**src/rtl/awf_pkg.sv**
```systemverilog
package awf_pkg;
  // strobes from control to datapath
  typedef struct packed {
    logic push;
    logic pop;
    logic flush;
  } fifo_strobe_t;
endpackage

```
**src/rtl/awf_datapath.sv**
```systemverilog
module awf_datapath
  import awf_pkg::*;
#(
  parameter int DATA_W = 32,
  parameter int DEPTH  = 8
) (
  input  logic                       clk,
  input  logic                       rst_n,
  input  fifo_strobe_t               ctl,
  input  logic [DATA_W-1:0]          wrData,
  output logic [DATA_W-1:0]          headData,
  output logic [$clog2(DEPTH+1)-1:0] level,
  output logic                       full,
  output logic                       empty
);
  localparam int PTR_W = (DEPTH > 1) ? $clog2(DEPTH) : 1;
  localparam int CNT_W = $clog2(DEPTH+1);
  localparam logic [PTR_W-1:0] LAST_PTR = PTR_W'(DEPTH-1);
  localparam logic [CNT_W-1:0] FULL_CNT = CNT_W'(DEPTH);

  logic [DATA_W-1:0] mem [DEPTH];
  logic [PTR_W-1:0]  wrPtr, rdPtr;
  logic [CNT_W-1:0]  count;
  logic              doPush, doPop;

  assign doPush = ctl.push && !ctl.flush;
  assign doPop  = ctl.pop  && !ctl.flush;

  always_ff @(posedge clk) begin
    if (doPush) mem[wrPtr] <= wrData;
  end

  always_ff @(posedge clk or negedge rst_n) begin
    if (!rst_n) begin
      wrPtr <= '0;
      rdPtr <= '0;
      count <= '0;
    end else if (ctl.flush) begin
      wrPtr <= '0;
      rdPtr <= '0;
      count <= '0;
    end else begin
      if (doPush) wrPtr <= (wrPtr == LAST_PTR) ? '0 : wrPtr + 1'b1;
      if (doPop)  rdPtr <= (rdPtr == LAST_PTR) ? '0 : rdPtr + 1'b1;
      case ({doPush, doPop})
        2'b10:   count <= count + 1'b1;
        2'b01:   count <= count - 1'b1;
        default: count <= count;
      endcase
    end
  end

  assign headData = mem[rdPtr];
  assign level    = count;
  assign full     = (count == FULL_CNT);
  assign empty    = (count == '0);


  no_overflow_chk: assert property (@(posedge clk) disable iff (!rst_n)
    count <= FULL_CNT);

  push_pop_level_chk: assert property (@(posedge clk) disable iff (!rst_n)
    (ctl.push && ctl.pop && !ctl.flush) |=> $stable(count));

  flush_clear_chk: assert property (@(posedge clk) disable iff (!rst_n)
    ctl.flush |=> (count == '0));

  empty_pop_chk: assert property (@(posedge clk) disable iff (!rst_n)
    empty |-> !ctl.pop);

  full_push_chk: assert property (@(posedge clk) disable iff (!rst_n)
    full |-> !ctl.push);
endmodule

```
**src/rtl/awf_ctrl.sv**
```systemverilog
module awf_ctrl
  import awf_pkg::*;
(
  input  logic         clk,
  input  logic         rst_n,
  input  logic         rxMode,
  input  logic         cpuWrEn,
  input  logic         cpuRdEn,
  input  logic         txHoldEmpty,
  input  logic         rxWordValid,
  input  logic         ovfClr,
  input  logic         full,
  input  logic         empty,
  output fifo_strobe_t ctl,
  output logic         rxActive,
  output logic         txLoad,
  output logic         ovfFlag
);
  logic modeQ;
  logic modeChange;
  logic dropEvent;
  logic pushReq, popReq;

  assign modeChange = (rxMode != modeQ);
  assign rxActive   = modeQ;

  always_comb begin
    pushReq = modeQ ? rxWordValid : cpuWrEn;
    popReq  = modeQ ? cpuRdEn     : txHoldEmpty;
  end

  always_comb begin
    ctl.flush = modeChange;
    ctl.push  = !modeChange && pushReq && !full;
    ctl.pop   = !modeChange && popReq  && !empty;
  end

  assign dropEvent = !modeChange && pushReq && full;
  assign txLoad    = ctl.pop && !modeQ;

  always_ff @(posedge clk or negedge rst_n) begin
    if (!rst_n) begin
      modeQ   <= 1'b0;
      ovfFlag <= 1'b0;
    end else begin
      modeQ   <= rxMode;
      ovfFlag <= (ovfFlag && !ovfClr) || dropEvent;
    end
  end


  txload_rx_chk: assert property (@(posedge clk) disable iff (!rst_n)
    (rxMode && modeQ) |-> !txLoad);

  ovf_sticky_chk: assert property (@(posedge clk) disable iff (!rst_n)
    (ovfFlag && !ovfClr) |=> ovfFlag);

  tx_drop_chk: assert property (@(posedge clk) disable iff (!rst_n)
    (!rxMode && !modeQ && cpuWrEn && full) |=> ovfFlag);

  rx_drop_chk: assert property (@(posedge clk) disable iff (!rst_n)
    (rxMode && modeQ && rxWordValid && full) |=> ovfFlag);
endmodule

```
**src/rtl/audio_word_fifo.sv**
```systemverilog
module audio_word_fifo
  import awf_pkg::*;
#(
  parameter int DATA_W = 32,
  parameter int DEPTH  = 8
) (
  input  logic                       clk,
  input  logic                       rst_n,
  input  logic                       rxMode,
  input  logic                       cpuWrEn,
  input  logic [DATA_W-1:0]          cpuWrData,
  input  logic                       cpuRdEn,
  output logic [DATA_W-1:0]          cpuRdData,
  input  logic                       txHoldEmpty,
  output logic                       txLoad,
  output logic [DATA_W-1:0]          txWord,
  input  logic                       rxWordValid,
  input  logic [DATA_W-1:0]          rxWord,
  input  logic                       ovfClr,
  output logic                       full,
  output logic                       empty,
  output logic [$clog2(DEPTH+1)-1:0] level,
  output logic                       ovfFlag
);
  fifo_strobe_t      ctl;
  logic              rxActive;
  logic [DATA_W-1:0] wrData;
  logic [DATA_W-1:0] headData;

  assign wrData    = rxActive ? rxWord : cpuWrData;
  assign cpuRdData = headData;
  assign txWord    = headData;

  awf_ctrl u_ctrl (
    .clk(clk), .rst_n(rst_n), .rxMode(rxMode),
    .cpuWrEn(cpuWrEn), .cpuRdEn(cpuRdEn), .txHoldEmpty(txHoldEmpty),
    .rxWordValid(rxWordValid), .ovfClr(ovfClr),
    .full(full), .empty(empty),
    .ctl(ctl), .rxActive(rxActive), .txLoad(txLoad), .ovfFlag(ovfFlag)
  );

  awf_datapath #(.DATA_W(DATA_W), .DEPTH(DEPTH)) u_dp (
    .clk(clk), .rst_n(rst_n), .ctl(ctl), .wrData(wrData),
    .headData(headData), .level(level), .full(full), .empty(empty)
  );
endmodule

```
**config.mk**
```make
export PLATFORM = sky130hd
export DESIGN_NAME = audio_word_fifo
export DESIGN_NICKNAME = d
export VERILOG_FILES = /design/src/rtl/awf_pkg.sv /design/src/rtl/awf_datapath.sv /design/src/rtl/awf_ctrl.sv /design/src/rtl/audio_word_fifo.sv
export SDC_FILE = /design/constraint.sdc
export NUM_CORES = 1
export LEC_CHECK = 0
export BUFFER_PORTS_ARGS = -buffer_cell sky130_fd_sc_hd__buf_4
export CAP_MARGIN = 20
export CORE_AREA = 2 2 147 178
export DETAILED_ROUTE_END_ITERATION = 12
export DIE_AREA = 0 0 149 180
export SYNTH_ARGS = -nofsm -noshare
export SYNTH_HDL_FRONTEND = slang
export SYNTH_HIERARCHICAL = 1
export SYNTH_SLANG_ARGS = --single-unit
```
**constraint.sdc**
```tcl
create_clock -name clk -period 6.25 [get_ports clk]
set_clock_uncertainty 0.15 [all_clocks]
set_input_delay 0.625 -clock clk [delete_from_list [all_inputs] [get_ports clk]]
set_output_delay 0.625 -clock clk [all_outputs]
set_load 0.02 [all_outputs]
```
* Word-level counts from Yosys, hierarchy flattened *
Memories as Yosys holds them, arrays and structs flattened.
Index checks and enable logic that the tools add are counted.

storage, ports and cells
  bits in writable memories = 256
  output and inout port bits = 72
  logic and storage cells = 48
  memories kept = 1
  bits of input ports = 72
  register bits = 12

memory list
  name      depth  bits a word  read ports  clocked after memory_dff  write ports  line                RTL
  u_dp.mem  8      32           1           0                         1            awf_datapath.sv:21  logic [DATA_W-1:0] mem [DEPTH];

cells by class
  reduce and logical (&&, ||, !) cells = 19
  mux-type cells = 13
  equality and inequality tests = 6
  add/sub/neg operators = 4

operators with widths
  cell                                                 number
  2-to-1 mux 32 bit                                    1
  2-to-1 mux 3 bit                                     6
  logical AND 1 bit                                    9
  case mux 4 bit (2 select lines)                      1
  adder 3 x 1 -> 3 bit, second input constant          2
  equality test 3 bit, second input constant           2
  zero test 1 bit                                      5
  adder 4 x 1 -> 4 bit, second input constant          1
  equality test 4 bit, second input constant           1
  zero test 4 bit                                      1
  2-to-1 mux 1 bit                                     4
  2-to-1 mux 4 bit                                     1
  nonzero test 2 bit                                   2
  subtractor 4 x 1 -> 4 bit, second input constant     1
  nonzero test 3 bit                                   1
  equality test 2 x 1 -> 1 bit, second input constant  1
  equality test 2 bit, second input constant           1
  logical OR 1 bit                                     1
  != test 1 bit                                        1

* Depth between registers and ports, before layout *
  word-level depth = 8
  depth in mapped cells = 11
  gate-level depth less buffers = 9

* Hierarchy *
Netlist, hierarchy kept.

by module, submodules not included
  module           times used  cells each  area each (sq um)  sequential area each (sq um)
  awf_datapath     1           443         10,262.3           7,937.6
  audio_word_fifo  1           68          784.5              0.0
  awf_ctrl         1           16          142.6              50.0

* Worst setup path after synthesis *
OpenSTA, ideal clock, no wires.

  kind = input to register
  start = in rxMode
  end = mem u_dp.mem[0][0] (enable)
  required time = 5.639 ns
  path slack = 1.567 ns
  stages on the path = 5
  arrival = 4.072 ns
  path through = or3b_1 a21oi_1 buf_2 or3b_2 nor3_1

RTL lines
  what         line                  RTL
  from (decl)  audio_word_fifo.sv:9  input logic rxMode,
  to (decl)    awf_datapath.sv:21

* Final worst setup path *
  start = reg u_dp.rdPtr[0]
  end = out txWord[31]

on the way
  word-level cells in the longest chain between the ends = 1

ends and longest elaborated chain
  what                    line                   RTL
  from (decl)             awf_datapath.sv:22     logic [PTR_W-1:0] wrPtr, rdPtr;
  from (signal assigned)  awf_datapath.sv:44     if (doPop) rdPtr <= (rdPtr == LAST_PTR) ? '0 : rdPtr + 1'b1;
  memory (8 x 32 bit)     n/a
  to (decl)               audio_word_fifo.sv:16  output logic [DATA_W-1:0] txWord,

No other way between the ends.

==> flow_summary.yaml <==
run_status:
  outcome: "finished, final reports clean"
job:
  drv_cap: 0
yosys:
  syn_nets: 604
  syn_area_sq_mm: 0.0112
  synthFlopType: "edfxtp_1"
  yosysSeqAreaShare: 0.714
  async_reset_ff_frac: 0.0448
  synth_cell_types: 39
  synth-seq-cells: 268
  yosys_warnings: 6
  syn_area_per_cell_sq_um: 21.2
  synth_most_common_cell: "edfxtp_1"
  synth_area_leaders: "edfxtp_1 (69%), mux4_2 (13%), mux2_4 (4.0%)"
  netlist_instances: 527
  synth_top_area_frac: 0.687
  synth_common_cells: "edfxtp_1 (256), mux4_2 (64), mux2_2 (34), buf_4 (33), mux2_4 (30)"
  synth_edf_count: 256
  yosysTopAreaCell: "edfxtp_1"
routing:
  dr.pass1.iters: 5
  drt_iter0_drc: 267
  totalWireLength_microns: 21500
  via_count: 5321
  wire_per_inst_microns: 21.4
  ant_nets: 0
  remaining_drc_errors: 0
  viasPerCell: 5.30
timing:
  relSlewSlack: 0.300
  layout_min_cycle_time_ns: 3.97
  finalSetupTns_ns: 0
  max_freq_mhz: 252
  tightest_slew_ns: 1.05
  min_period_over_period: 0.635
  rsz0062_at_grt: "false"
  hold_viol_final: 0
  slew_violations: 0
  fin_ws_ns: 2.28
  setup_viol: 0
power_and_ir_drop:
  ir_worst_vdd_mv: 0.196
  power.leakage_nw: 4.53
  powerDensity_mw_per_mm2: 304
global_routing:
  antenna_found_initial: 0
  use_met1: 0.211
  grt_start_max_net_pins: 67
  overflow: 0
  grt_use_total: 0.160
  grt_pass1_wl_microns: 32400
  use_met2: 0.278
  top_usage_layer: "met2"
  grt.met3_usage: 0.0239
  grt_pass1_vias: 5638
hold_path:
  hold_path_class: "input port to flop"
clock_network:
  cts.root.buffer_cell: "clkbuf_16"
  cts_made_buffers: 26
  clk_latency_ns: 0.52
  clock-sinks: 268
  ctsResizeCount: 0
  clk_pin_slew_ns: 0.06
  htreeDepth: 1
  cts_tree: "built"
  clockBufferDepth: 3
critical_path:
  critical_path.most_common_cell: "buf_4"
  slowest_stage: "dfrtp_4"
  critPathRequiredTime_ns: 5.47
  slowest_delay_ns: 1.01
  worstPathCellList: "buf_4 > mux4_2 > mux2_2 > buf_4"
  critPathKind: "flop to output port"
  crit_fanout: 44
  cp-start-kind: "flop"
  end_kind: "output port"
  cp_data_arrival_time_ns: 3.19
final_layout:
  drive_gt1_frac: 0.494
  antennaDiodeCount: 0
  finalInstanceArea_sq_mm: 0.0133
  fin_cells: 1004
  fillers: 1995
  fin_nets: 731
  area_delta_synth_final_pct: 19.0
  postLayoutCoreUtil: 0.530
floorplan:
  dieHeight_microns: 180
  initial_core_util: 0.445
  pin_count: 144
  core.rowCount: 64
  coreArea_sq_mm: 0.0251
  dieArea_sq_mm: 0.0268
  die_w_microns: 149
placement:
  port-buffer-count: 143
  gp_congestion: 0.680
  place_inst: 955
  dpl_cell_area_sq_mm: 0.0125
  place_hpwl_microns: 12800
  dp_slack_ns: 2.63
## metal layers
| layer | vias up | part of all wire |
|---|---|---|
| met5 | - | 0 |
| met4 | 0 | 0.018 |
| met3 | 30 | 0.046 |
| met2 | 152 | 0.52 |
| met1 | 2762 | 0.42 |
| li1 | 2377 | - |
## placed cells by master, fill, tap and decap left out, types with 5 or more instances in the layout
cell,count
nor2_1,12
nor2_4,6
clkinv_1,5
mux2_4,30
mux2_2,34
mux4_2,64
buf_12,5
ha_1,5
buf_4,151
dfrtp_1,8
nand2b_1,7
edfxtp_1,256
clkbuf_1,8
clkbuf_16,27
## stage by stage
stage	hold WS [ns]	total power, mW
after floorplan	0.179	2.45
after global placement	0.327	2.59
after detailed placement	0.332	2.60
after CTS	0.0910	4.11
after global routing	0.101	4.20
final	0.115	4.05
## registers in the layout, indices dropped and copies added, names as in the netlist
| signal | count |
|---|---|
| u_dp/level | 4 |
| u_dp/rdPtr | 3 |
| u_ctrl/ovfFlag | 1 |
| u_ctrl/rxActive | 1 |
| u_dp/mem | 256 |
| u_dp/wrPtr | 3 |
## what timing repair did
| action | 4_1_cts | 5_1_grt |
|---|---|---|
| hold endpoints to repair | 12 | 0 |
| buffers inserted | 0 | 0 |
| hold buffers | 1 | 0 |
## worst paths after layout
| path | from | end | slack [ns] | cells after the start |
|---|---|---|---|---|
| setup / recovery | u_dp/rdPtr[0] | txWord[31] | 2.28 | 4 |
| hold / removal | rxMode | u_ctrl/rxActive | 0.11 | 1 |
| setup reg to reg | u_ctrl/rxActive | u_dp/level[3] | 2.65 | 8 |
| hold reg to reg | u_ctrl/ovfFlag | u_ctrl/ovfFlag | 0.37 | 2 |
| max in group asynchronous | rst_n | u_dp/rdPtr[1] | 5.42 | 2 |
| min in group asynchronous | rst_n | u_dp/level[0] | 0.34 | 2 |
## cells by family after synthesis
kind of cell | after synthesis | synth area share
xor+xnor | 5 | 0.00391
flops | 268 | 0.714
mux | 133 | 0.208
buf+inv | 60 | 0.0405
compound gates | 9 | 0.00570
fa+ha+maj | 5 | 0.00559
simple gates | 47 | 0.0226
## worst max-delay path, delay by kind of cell (launching register included)
family	cells	cell delay, ns
buffers and inverters	2	0.75
muxes	2	0.89
DFF	1	1.01
## area by class of cell
type	instances	area [sq um]	share of cell area
Sequential cell	268	8000	0.601
Clock inverter	9	67.6	0.00507
Timing Repair Buffer	158	1270	0.0955
Multi-Input combinational cell	199	2800	0.211
Inverter	1	3.75	0.000282
Tap cell	330	413	0.0310
Clock buffer	39	761	0.0571
## report_power, final
group	leakage, nW	total (mW)	switching [mW]	internal, mW
Clock	0.405	1.50	0.616	0.879
Combinational	1.67	0.505	0.245	0.260
Sequential	2.46	2.05	0.0467	2.01
Total	4.53	4.05	0.907	3.15
No activity file was read; power rests on OpenSTA's default activity.
